[src/rtl/cmpf_pkg.sv]
package cmpf_pkg;
    typedef enum logic {RD_IDLE, RD_COUNT} rd_state_e;
    typedef enum logic {FO_LOW, FO_HIGH} fo_state_e;
endpackage

[src/rtl/cmpf_ramp_delay.sv]
module cmpf_ramp_delay
    import cmpf_pkg::*;
#(
    parameter int DLY_W = 16
) (
    input  logic             clk,
    input  logic             rst,
    input  logic             sync_in,
    input  logic [DLY_W-1:0] shadow,
    output logic [DLY_W-1:0] count
);
    rd_state_e        state_q, state_d;
    logic [DLY_W-1:0] cnt_q, cnt_d;
    logic             sync_q;
    logic             rise;

    assign rise = sync_in & ~sync_q;

    always_ff @(posedge clk) begin
        if (rst) begin
            state_q <= RD_IDLE;
            cnt_q   <= '0;
            sync_q  <= 1'b0;
        end else begin
            state_q <= state_d;
            cnt_q   <= cnt_d;
            sync_q  <= sync_in;
        end
    end

    always_comb begin
        state_d = state_q;
        cnt_d   = cnt_q;
        if (rise) begin
            cnt_d   = shadow;
            state_d = (shadow == '0) ? RD_IDLE : RD_COUNT;
        end else begin
            unique case (state_q)
                RD_IDLE:  cnt_d = cnt_q;
                RD_COUNT: begin
                    cnt_d = cnt_q - 1'b1;
                    if (cnt_q == DLY_W'(1)) state_d = RD_IDLE;
                end
            endcase
        end
    end

    assign count = cnt_q;

    // a sync rise loads the shadow value
    a_r2_load: assert property (@(posedge clk) disable iff (rst)
        rise |=> (count == $past(shadow)));
    // count falls by one while non-zero
    a_r3_decrement: assert property (@(posedge clk) disable iff (rst)
        (!rise && count != '0) |=> (count == $past(count) - 1'b1));
    // zero holds without a reload
    a_r3_hold_zero: assert property (@(posedge clk) disable iff (rst)
        (!rise && count == '0) |=> (count == '0));
endmodule

[src/rtl/cmpf_prescaler.sv]
module cmpf_prescaler #(
    parameter int PRE_W = 8
) (
    input  logic             clk,
    input  logic             rst,
    input  logic [PRE_W-1:0] prescale,
    output logic             strobe
);
    logic [PRE_W-1:0] pc_q;

    assign strobe = (pc_q >= prescale);

    always_ff @(posedge clk) begin
        if (rst)         pc_q <= '0;
        else if (strobe) pc_q <= '0;
        else             pc_q <= pc_q + 1'b1;
    end

    // a strobe is never followed directly by another unless P is 0
    a_r6_strobe_gap: assert property (@(posedge clk) disable iff (rst)
        (strobe && prescale != '0) |=> (!strobe || prescale == '0));
endmodule

[src/rtl/cmpf_majority_filter.sv]
module cmpf_majority_filter
    import cmpf_pkg::*;
#(
    parameter int WIN_MAX = 32,
    parameter int CNT_W   = $clog2(WIN_MAX + 1)
) (
    input  logic             clk,
    input  logic             rst,
    input  logic             strobe,
    input  logic             raw,
    input  logic [CNT_W-1:0] win_len,
    input  logic [CNT_W-1:0] thresh,
    output logic             status
);
    fo_state_e          state_q, state_d;
    logic [WIN_MAX-1:0] win_q, win_next, mask;
    logic [CNT_W-1:0]   ones, zeros;

    assign win_next = {win_q[WIN_MAX-2:0], raw};

    always_comb begin
        ones = '0;
        for (int i = 0; i < WIN_MAX; i++) begin
            mask[i] = (i < int'(win_len));
            ones    = ones + CNT_W'(win_next[i] & mask[i]);
        end
        zeros = win_len - ones;
    end

    always_ff @(posedge clk) begin
        if (rst) begin
            state_q <= FO_LOW;
            win_q   <= '0;
        end else begin
            state_q <= state_d;
            if (strobe) win_q <= win_next;
        end
    end

    always_comb begin
        state_d = state_q;
        if (strobe) begin
            unique case (state_q)
                FO_LOW:  if (ones >= thresh)  state_d = FO_HIGH;
                FO_HIGH: if (zeros >= thresh) state_d = FO_LOW;
            endcase
        end
    end

    always_comb status = (state_q == FO_HIGH);

    // status moves only at a sample edge
    a_r6_change_on_strobe: assert property (@(posedge clk) disable iff (rst)
        !strobe |=> $stable(status));
    // a one-sample window follows its sample
    a_r9_single_follow: assert property (@(posedge clk) disable iff (rst)
        (strobe && win_len == CNT_W'(1) && thresh == CNT_W'(1)) |=> (status == $past(raw)));
endmodule

[src/rtl/cmp_trip_backend.sv]
module cmp_trip_backend #(
    parameter int DLY_W   = 16,
    parameter int WIN_MAX = 32,
    parameter int PRE_W   = 8,
    localparam int CNT_W  = $clog2(WIN_MAX + 1)
) (
    input  logic             clk,
    input  logic             rst,
    input  logic             sync_in,
    input  logic [DLY_W-1:0] dly_shadow,
    output logic [DLY_W-1:0] dly_count,
    input  logic             hi_raw,
    input  logic [CNT_W-1:0] hi_win_len,
    input  logic [CNT_W-1:0] hi_thresh,
    input  logic [PRE_W-1:0] hi_prescale,
    output logic             hi_status,
    input  logic             lo_raw,
    input  logic [CNT_W-1:0] lo_win_len,
    input  logic [CNT_W-1:0] lo_thresh,
    input  logic [PRE_W-1:0] lo_prescale,
    output logic             lo_status
);
    localparam int NCH = 2;

    logic             raw_v    [NCH];
    logic [CNT_W-1:0] len_v    [NCH];
    logic [CNT_W-1:0] thr_v    [NCH];
    logic [PRE_W-1:0] pre_v    [NCH];
    logic             stb_v    [NCH];
    logic             status_v [NCH];

    assign raw_v[0] = hi_raw;      assign raw_v[1] = lo_raw;
    assign len_v[0] = hi_win_len;  assign len_v[1] = lo_win_len;
    assign thr_v[0] = hi_thresh;   assign thr_v[1] = lo_thresh;
    assign pre_v[0] = hi_prescale; assign pre_v[1] = lo_prescale;
    assign hi_status = status_v[0];
    assign lo_status = status_v[1];

    cmpf_ramp_delay #(.DLY_W(DLY_W)) u_delay (
        .clk(clk), .rst(rst), .sync_in(sync_in),
        .shadow(dly_shadow), .count(dly_count)
    );

    for (genvar ch = 0; ch < NCH; ch++) begin : g_chan
        cmpf_prescaler #(.PRE_W(PRE_W)) u_pre (
            .clk(clk), .rst(rst), .prescale(pre_v[ch]), .strobe(stb_v[ch])
        );
        cmpf_majority_filter #(.WIN_MAX(WIN_MAX), .CNT_W(CNT_W)) u_flt (
            .clk(clk), .rst(rst), .strobe(stb_v[ch]), .raw(raw_v[ch]),
            .win_len(len_v[ch]), .thresh(thr_v[ch]), .status(status_v[ch])
        );
    end

    // the edge after a reset edge shows the cleared state
    a_r1_reset_state: assert property (@(posedge clk)
        rst |=> (dly_count == '0 && !hi_status && !lo_status));
endmodule

[config.mk]
export PLATFORM = sky130hd
export DESIGN_NAME = cmp_trip_backend
export DESIGN_NICKNAME = d
export VERILOG_FILES = /design/src/rtl/cmpf_pkg.sv /design/src/rtl/cmpf_ramp_delay.sv /design/src/rtl/cmpf_prescaler.sv /design/src/rtl/cmpf_majority_filter.sv /design/src/rtl/cmp_trip_backend.sv
export SDC_FILE = /design/constraint.sdc
export NUM_CORES = 1
export LEC_CHECK = 0
export ABC_AREA = 1
export CELL_PAD_IN_SITES_DETAIL_PLACEMENT = 0
export CELL_PAD_IN_SITES_GLOBAL_PLACEMENT = 1
export CORE_MARGIN = 3
export CORE_UTILIZATION = 43
export DETAILED_ROUTE_END_ITERATION = 7
export GPL_TIMING_DRIVEN = 0
export PLACE_DENSITY_LB_ADDON = 0.1
export SYNTH_ARGS = -nofsm -noshare
export SYNTH_HDL_FRONTEND = slang
export SYNTH_SLANG_ARGS = --single-unit
[constraint.sdc]
create_clock -name clk -period 8.1 [get_ports clk]
set_input_delay 1.215 -clock clk [delete_from_list [all_inputs] [get_ports clk]]
set_output_delay 1.215 -clock clk [all_outputs]
set_load 0.02 [all_outputs]
== After elaboration in Yosys (flattened, before gate mapping) ==
Index checks and enable logic that the tools add are counted.

* Bits in registers: 98
* Bits of input ports: 61
* Output and inout port bits: 18
* Logic and storage cells: 232

* $add $sub $neg: 67
* Magnitude comparators: 70
* Equality and inequality tests: 2
* Muxes and demuxes: 12
* Bitwise operators: 69
* Reductions and logical operators: 3

{| class="wikitable"
|+ Operators with widths
! cell !! count
|-
| $add 6x6->6 || 62
|-
| $lt 5x6->1 const A || 32
|-
| $lt 4x6->1 const A || 16
|-
| $and 1x1->1 || 65
|-
| $lt 3x6->1 const A || 8
|-
| $mux 16 || 2
|-
| $ge 6x6->1 || 4
|-
| $lt 1x6->1 const A || 4
|-
| $lt 2x6->1 const A || 4
|-
| $add 8x1->8 const B || 2
|-
| $eq 16x1->1 const B || 1
|-
| $ge 8x8->1 || 2
|-
| $logic_not 16->1 || 1
|-
| $sub 16x1->16 const B || 1
|-
| $sub 6x6->6 || 2
|-
| $mux 1 || 8
|-
| $not 1->1 || 4
|-
| $pmux 1 s2 || 2
|-
| $reduce_or 2->1 || 2
|-
| $ne 2x1->1 const B || 1
|}

== Logic depth before layout (Yosys ltp) ==
* Depth in word-level cells: 37
* Depth in mapped cells: 37
* Gate-level depth less buffers: 37

== Cells and area by module ==
Synthesis repeated with hierarchy kept, for this count alone.

* Cells, all modules: 1143
* Area total of the unflattened synthesis: 8055.2 µm²

{| class="wikitable"
|+ Modules (own cells, without submodules)
! module !! times used !! cells each !! area each (µm²) !! sequential area each (µm²)
|-
| cmpf_majority_filter (g_chan[1].u_flt) || 1 || 389 || 2801.4 || 640.6
|-
| cmpf_majority_filter (g_chan[0].u_flt) || 1 || 387 || 2776.4 || 640.6
|-
| cmpf_ramp_delay || 1 || 217 || 1343.8 || 360.3
|-
| cmpf_prescaler || 2 || 75 || 566.8 || 160.2
|}

== Least setup slack after synthesis ==
OpenSTA, ideal clock, no wires.

* Path kind: input to register
* Start point: input port lo_win_len[5]
* End point: register g_chan[1].u_flt.state_q
* Library setup time: 0.109 ns
* Arrival time: 7.336 ns
* Data required time: 7.991 ns
* Path slack: 0.655 ns
* Stages: 32
* Buffers on the path: 0
* Cells stage by stage: nor2_4 -> inv_2 -> nor2_4 -> nand2_1 -> o21ai_0 -> fa_1 -> fa_1 -> fa_1 -> fa_1 -> fa_1 -> fa_1 -> inv_1 -> ha_1 -> inv_1 -> fa_1 -> o21ai_0 -> xnor2_1 -> ha_1 -> nand4_1 -> o211ai_1 -> nand3b_1 -> nand2_1 -> ha_1 -> nand2_1 -> a21oi_1 -> nor2_1 -> nand2_1 -> nand2_1 -> nand2_1 -> nand2_1 -> nand2_1 -> inv_1

* Word-level cells in the longest chain between the ends: 37
* Elaborated cells between the ends (all ways): 101
* Classes of those cells: 32 x add/sub; 34 x order compare; 3 x mux; 32 x bitwise

{| class="wikitable"
|+ Ends and longest elaborated chain
! item !! RTL line !! source
|-
| from (decl) || cmp_trip_backend.sv:18 || <nowiki>input logic [CNT_W-1:0] lo_win_len,</nowiki>
|-
| $lt 1x6->1 || cmpf_majority_filter.sv:24 || <nowiki>mask[i] = (i < int'(win_len));</nowiki>
|-
| $and 1x1->1 || cmpf_majority_filter.sv:25 || <nowiki>ones = ones + CNT_W'(win_next[i] & mask[i]);</nowiki>
|-
| $add 6x6->6 (31 in a row) || cmpf_majority_filter.sv:25 ||
|-
| $sub 6x6->6 || cmpf_majority_filter.sv:27 || <nowiki>zeros = win_len - ones;</nowiki>
|-
| $ge 6x6->1 || cmpf_majority_filter.sv:45 || <nowiki>FO_HIGH: if (zeros >= thresh) state_d = FO_LOW;</nowiki>
|-
| $mux 1 || cmpf_majority_filter.sv:45 ||
|-
| $pmux 1 s2 * || cmpf_majority_filter.sv:43 || <nowiki>unique case (state_q)</nowiki>
|-
| to (signal assigned) || cmpf_majority_filter.sv:35 || <nowiki>state_q <= state_d;</nowiki>
|-
| to (decl) || cmpf_majority_filter.sv:15 || <nowiki>fo_state_e state_q, state_d;</nowiki>
|}

Every way passes the cells marked *; elsewhere a longest branch is shown, timed or not.
A chain may end at the register's enable or synchronous reset.

== Worst setup path after layout ==
Ends and elaborated chain as after synthesis.

==> metrics.md <==
| Metric | Value |
|---|---|
| Worst Setup Start Kind | `primary input` |
| Number of global-route vias before repair | `6999` |
| Placed inst area | `9320 um^2` |
| Pre-Repair DR Iteration Count | `5` |
| CP peak stage delay | `530 ps` |
| Grt ovf | `0` |
| Htree depth | `3` |
| Final core occ | `51.97%` |
| Warnings from Yosys | `0` |
| Multi-input gate area | `5409 um^2` |
| Status | `complete, no violations` |
| Final min period | `7646 ps` |
| Peak supply drop | `0.09138 mV` |
| Synth Area per Inst | `7.030 um^2` |
| Largest net degree at the start of global routing | `16` |
| Area growth from synthesis to layout | `18.28%` |
| Mapped Area | `8247 um^2` |
| Most instantiated cells after synthesis | `249 x nand2_1, 203 x nor2_1, 200 x inv_1` |
| WP data arrival | `7950 ps` |
| Critical path's slowest cell | `fa_1` |
| Routability congestion estimate | `0.8594` |
| Register area | `1962 um^2` |
| CTS tree | `built` |
| 1st-iter DRT viols | `379` |
| Initial antenna violation count | `0` |
| Layout cells sized above 1 | `8.405%` |
| Critical path fanouts, max | `7` |
| Longest Clk Path Bufs | `2` |
| Least-Margin Pin Slew | `536.6 ps` |
| Fillcell total | `1921` |
| Post-synth EDFFs | `0` |
| Hold_ws | `467.9 ps` |
| Net count reported at finish | `1448` |
| I/O pin cnt | `79` |
| Ant diodes | `0` |
| Top delay family on crit path | `adder cells` |
| Clk sinks | `98` |
| Pwr Total | `1.280 mW` |
| Share of the synthesized area in the top cell type | `23.79%` |
| Static leakage | `5.123 nW` |
| Post-synth cell types | `34` |
| Most repeated library cell on the critical path | `nand2_1` |
| Die Y-Extent | `144.5 um` |
| Placed cells | `1485` |
| Setup Crit Path Kind | `primary input to flip-flop` |
| Final Skew | `6.780 ps` |
| Max_cap viols | `0` |
| Post-Syn Instances | `1173` |
| Hold Crit Class | `flip-flop to flip-flop` |
| Sequential-to-total area share from yosys stat | `23.79%` |
| Clock transition at path regs | `70 ps` |
| Top_reg_cell synth | `dfxtp_1` |
| Data required, critical path | `8400 ps` |
| Final period util | `94.39%` |
| Clk_lat worst skew | `360 ps` |
| Achievable clock frequency | `0.1308 GHz` |
| WL final | `20550 um` |
| # rows | `50` |
| Final hold violation count | `0` |
| Number of buffers created by CTS | `9` |
| Async set-or-reset flop fraction in the synthesized netlist | `0%` |
| Chip Width | `144.5 um` |
| Post-synth top area cell | `dfxtp_1` |
| Worst Path Buf+Inv | `6` |
| Vias per std cell | `4.798` |
| Non-Filler Instances | `1507` |
| Relative slew slack | `64.23%` |
| Synth top area cells | `dfxtp_1 24%, fa_1 12%, nand2_1 11%, ha_1 10%, nor2_1 9.2%` |
| Synthesized flop and latch total | `98` |
| Initial Util | `43.94%` |
| GRT Resource Usage Total | `20.43%` |
| Power density over the cells | `131.3 nW/um^2` |
| Die ar. | `20880 um^2` |
| PortBufs | `78` |
| Final setup fails | `0` |
| Post-detailed-route count of antenna-violating nets | `0` |
| Final Cell Area | `9754 um^2` |
| Synthesized Nets | `1352` |
| Worst Setup End Kind | `flip-flop` |
| First-pass GRT wire length | `34320 um` |
| Slew Viols, Final | `0` |
| Count leader, synth | `nand2_1` |
| CTS Root Cell | `clkbuf_16` |
| DRC violations left | `0` |
| Core ar. | `18770 um^2` |
| HPWL Detailed | `16460 um` |
| Wire length per cell | `13.64 um` |
| Via Count | `7231` |
## path summary, 6_finish.rpt
| check | startpoint | to | slack [ps] | cells past startpoint |
|---|---|---|---|---|
| min reg2reg | g_chan[0].u_pre.pc_q[0] | g_chan[0].u_pre.pc_q[0] | 470 | 1 |
| max | lo_win_len[5] | g_chan[1].u_flt.status | 450 | 33 |
| min | g_chan[0].u_pre.pc_q[0] | g_chan[0].u_pre.pc_q[0] | 470 | 1 |
| max reg2reg | g_chan[0].u_flt.win_q[23] | g_chan[0].u_flt.status | 1610 | 26 |
## worst reg2reg max path, delay by kind of cell, from the launching register on
kind,cells,cell delay (ps)
AO/OA/AOI/OAI,5,700
XOR/XNOR,2,410
adder cells (fa/ha/maj),10,4390
buffers and inverters,2,80
flip-flops,1,360
AND/OR/NAND/NOR,7,510
## cell type report
type                       count  share of cell area (%)
buffer                        32                   2.219
clock buffer                  11                   2.488
clock inverter                 4                  0.5387
inverter                     206                   8.030
multi-input combinational    837                   55.45
sequential                    98                   20.11
tap                          234                   3.002
timing repair buffer          85                   8.158
## per-stage QoR
step / worst slack [ps] / setup TNS, ps
2_1_floorplan: 655.5 / 0
3_3_place_gp: -661.0 / -1247
3_5_place_dp: -655.1 / -1279
4_1_cts: 17.38 / 0
5_1_grt: -6.386 / -6.386
6_report: 454.3 / 0
## layer usage
layer	track usage (%)	up-vias	share of wire, %	wire length, um
met5	0	-	0	0
met4	3.731	0	0.92	190
met1	27.65	3288	48	9887
met2	34.80	76	48	9875
met3	3.373	17	2.9	598
li1	-	3850	-	-
## report_power, final
part | internal (mW) | switching (mW)
logic | 0.137 | 0.192
registers | 0.496 | 0.0144
clock network | 0.247 | 0.194
## kinds of logic (layout without fill, tap and decap cells)
logic type      after synthesis  in the layout  synth area share [%]
compound gates               94             94                 6.827
xor+xnor                     22             22                 2.337
fa+ha+maj                   118            118                 22.45
buf+inv                     238            338                 12.06
flops                        98             98                 23.79
simple gates                603            603                 32.53
## registers in the layout, summed over array words and instances, names as in the netlist
signal,count
u_delay.count,16
u_delay.sync_q,1
u_delay.state_q,1
g_chan.u_flt.win_q,62
g_chan.u_pre.pc_q,16
g_chan.u_flt.status,2
## timing repair
item	4_1_cts	5_1_grt
setup endpoints to repair	2	2
pin swaps	3	13
buffers inserted	2	5
gates resized for setup	25	45
hold buffers	0	0
## placed cells by master, fill, tap and decap left out, drive strengths merged, types with 2 or more instances in the layout
master / count
a211oi: 2
a21o: 5
a21oi: 26
a31o: 2
a31oi: 6
buf: 35
clkbuf: 24
clkdlybuf4s50: 66
clkinv: 3
dfxtp: 98
dlymetal6s2s: 3
fa: 50
ha: 68
inv: 206
nand2: 253
nand3: 59
nand3b: 61
nand4: 10
nor2: 210
nor3: 9
o211ai: 16
o21a: 2
o21ai: 25
o21bai: 2
o22ai: 8
xnor2: 7
xor2: 15
No activity file was read; power rests on OpenSTA's default activity.
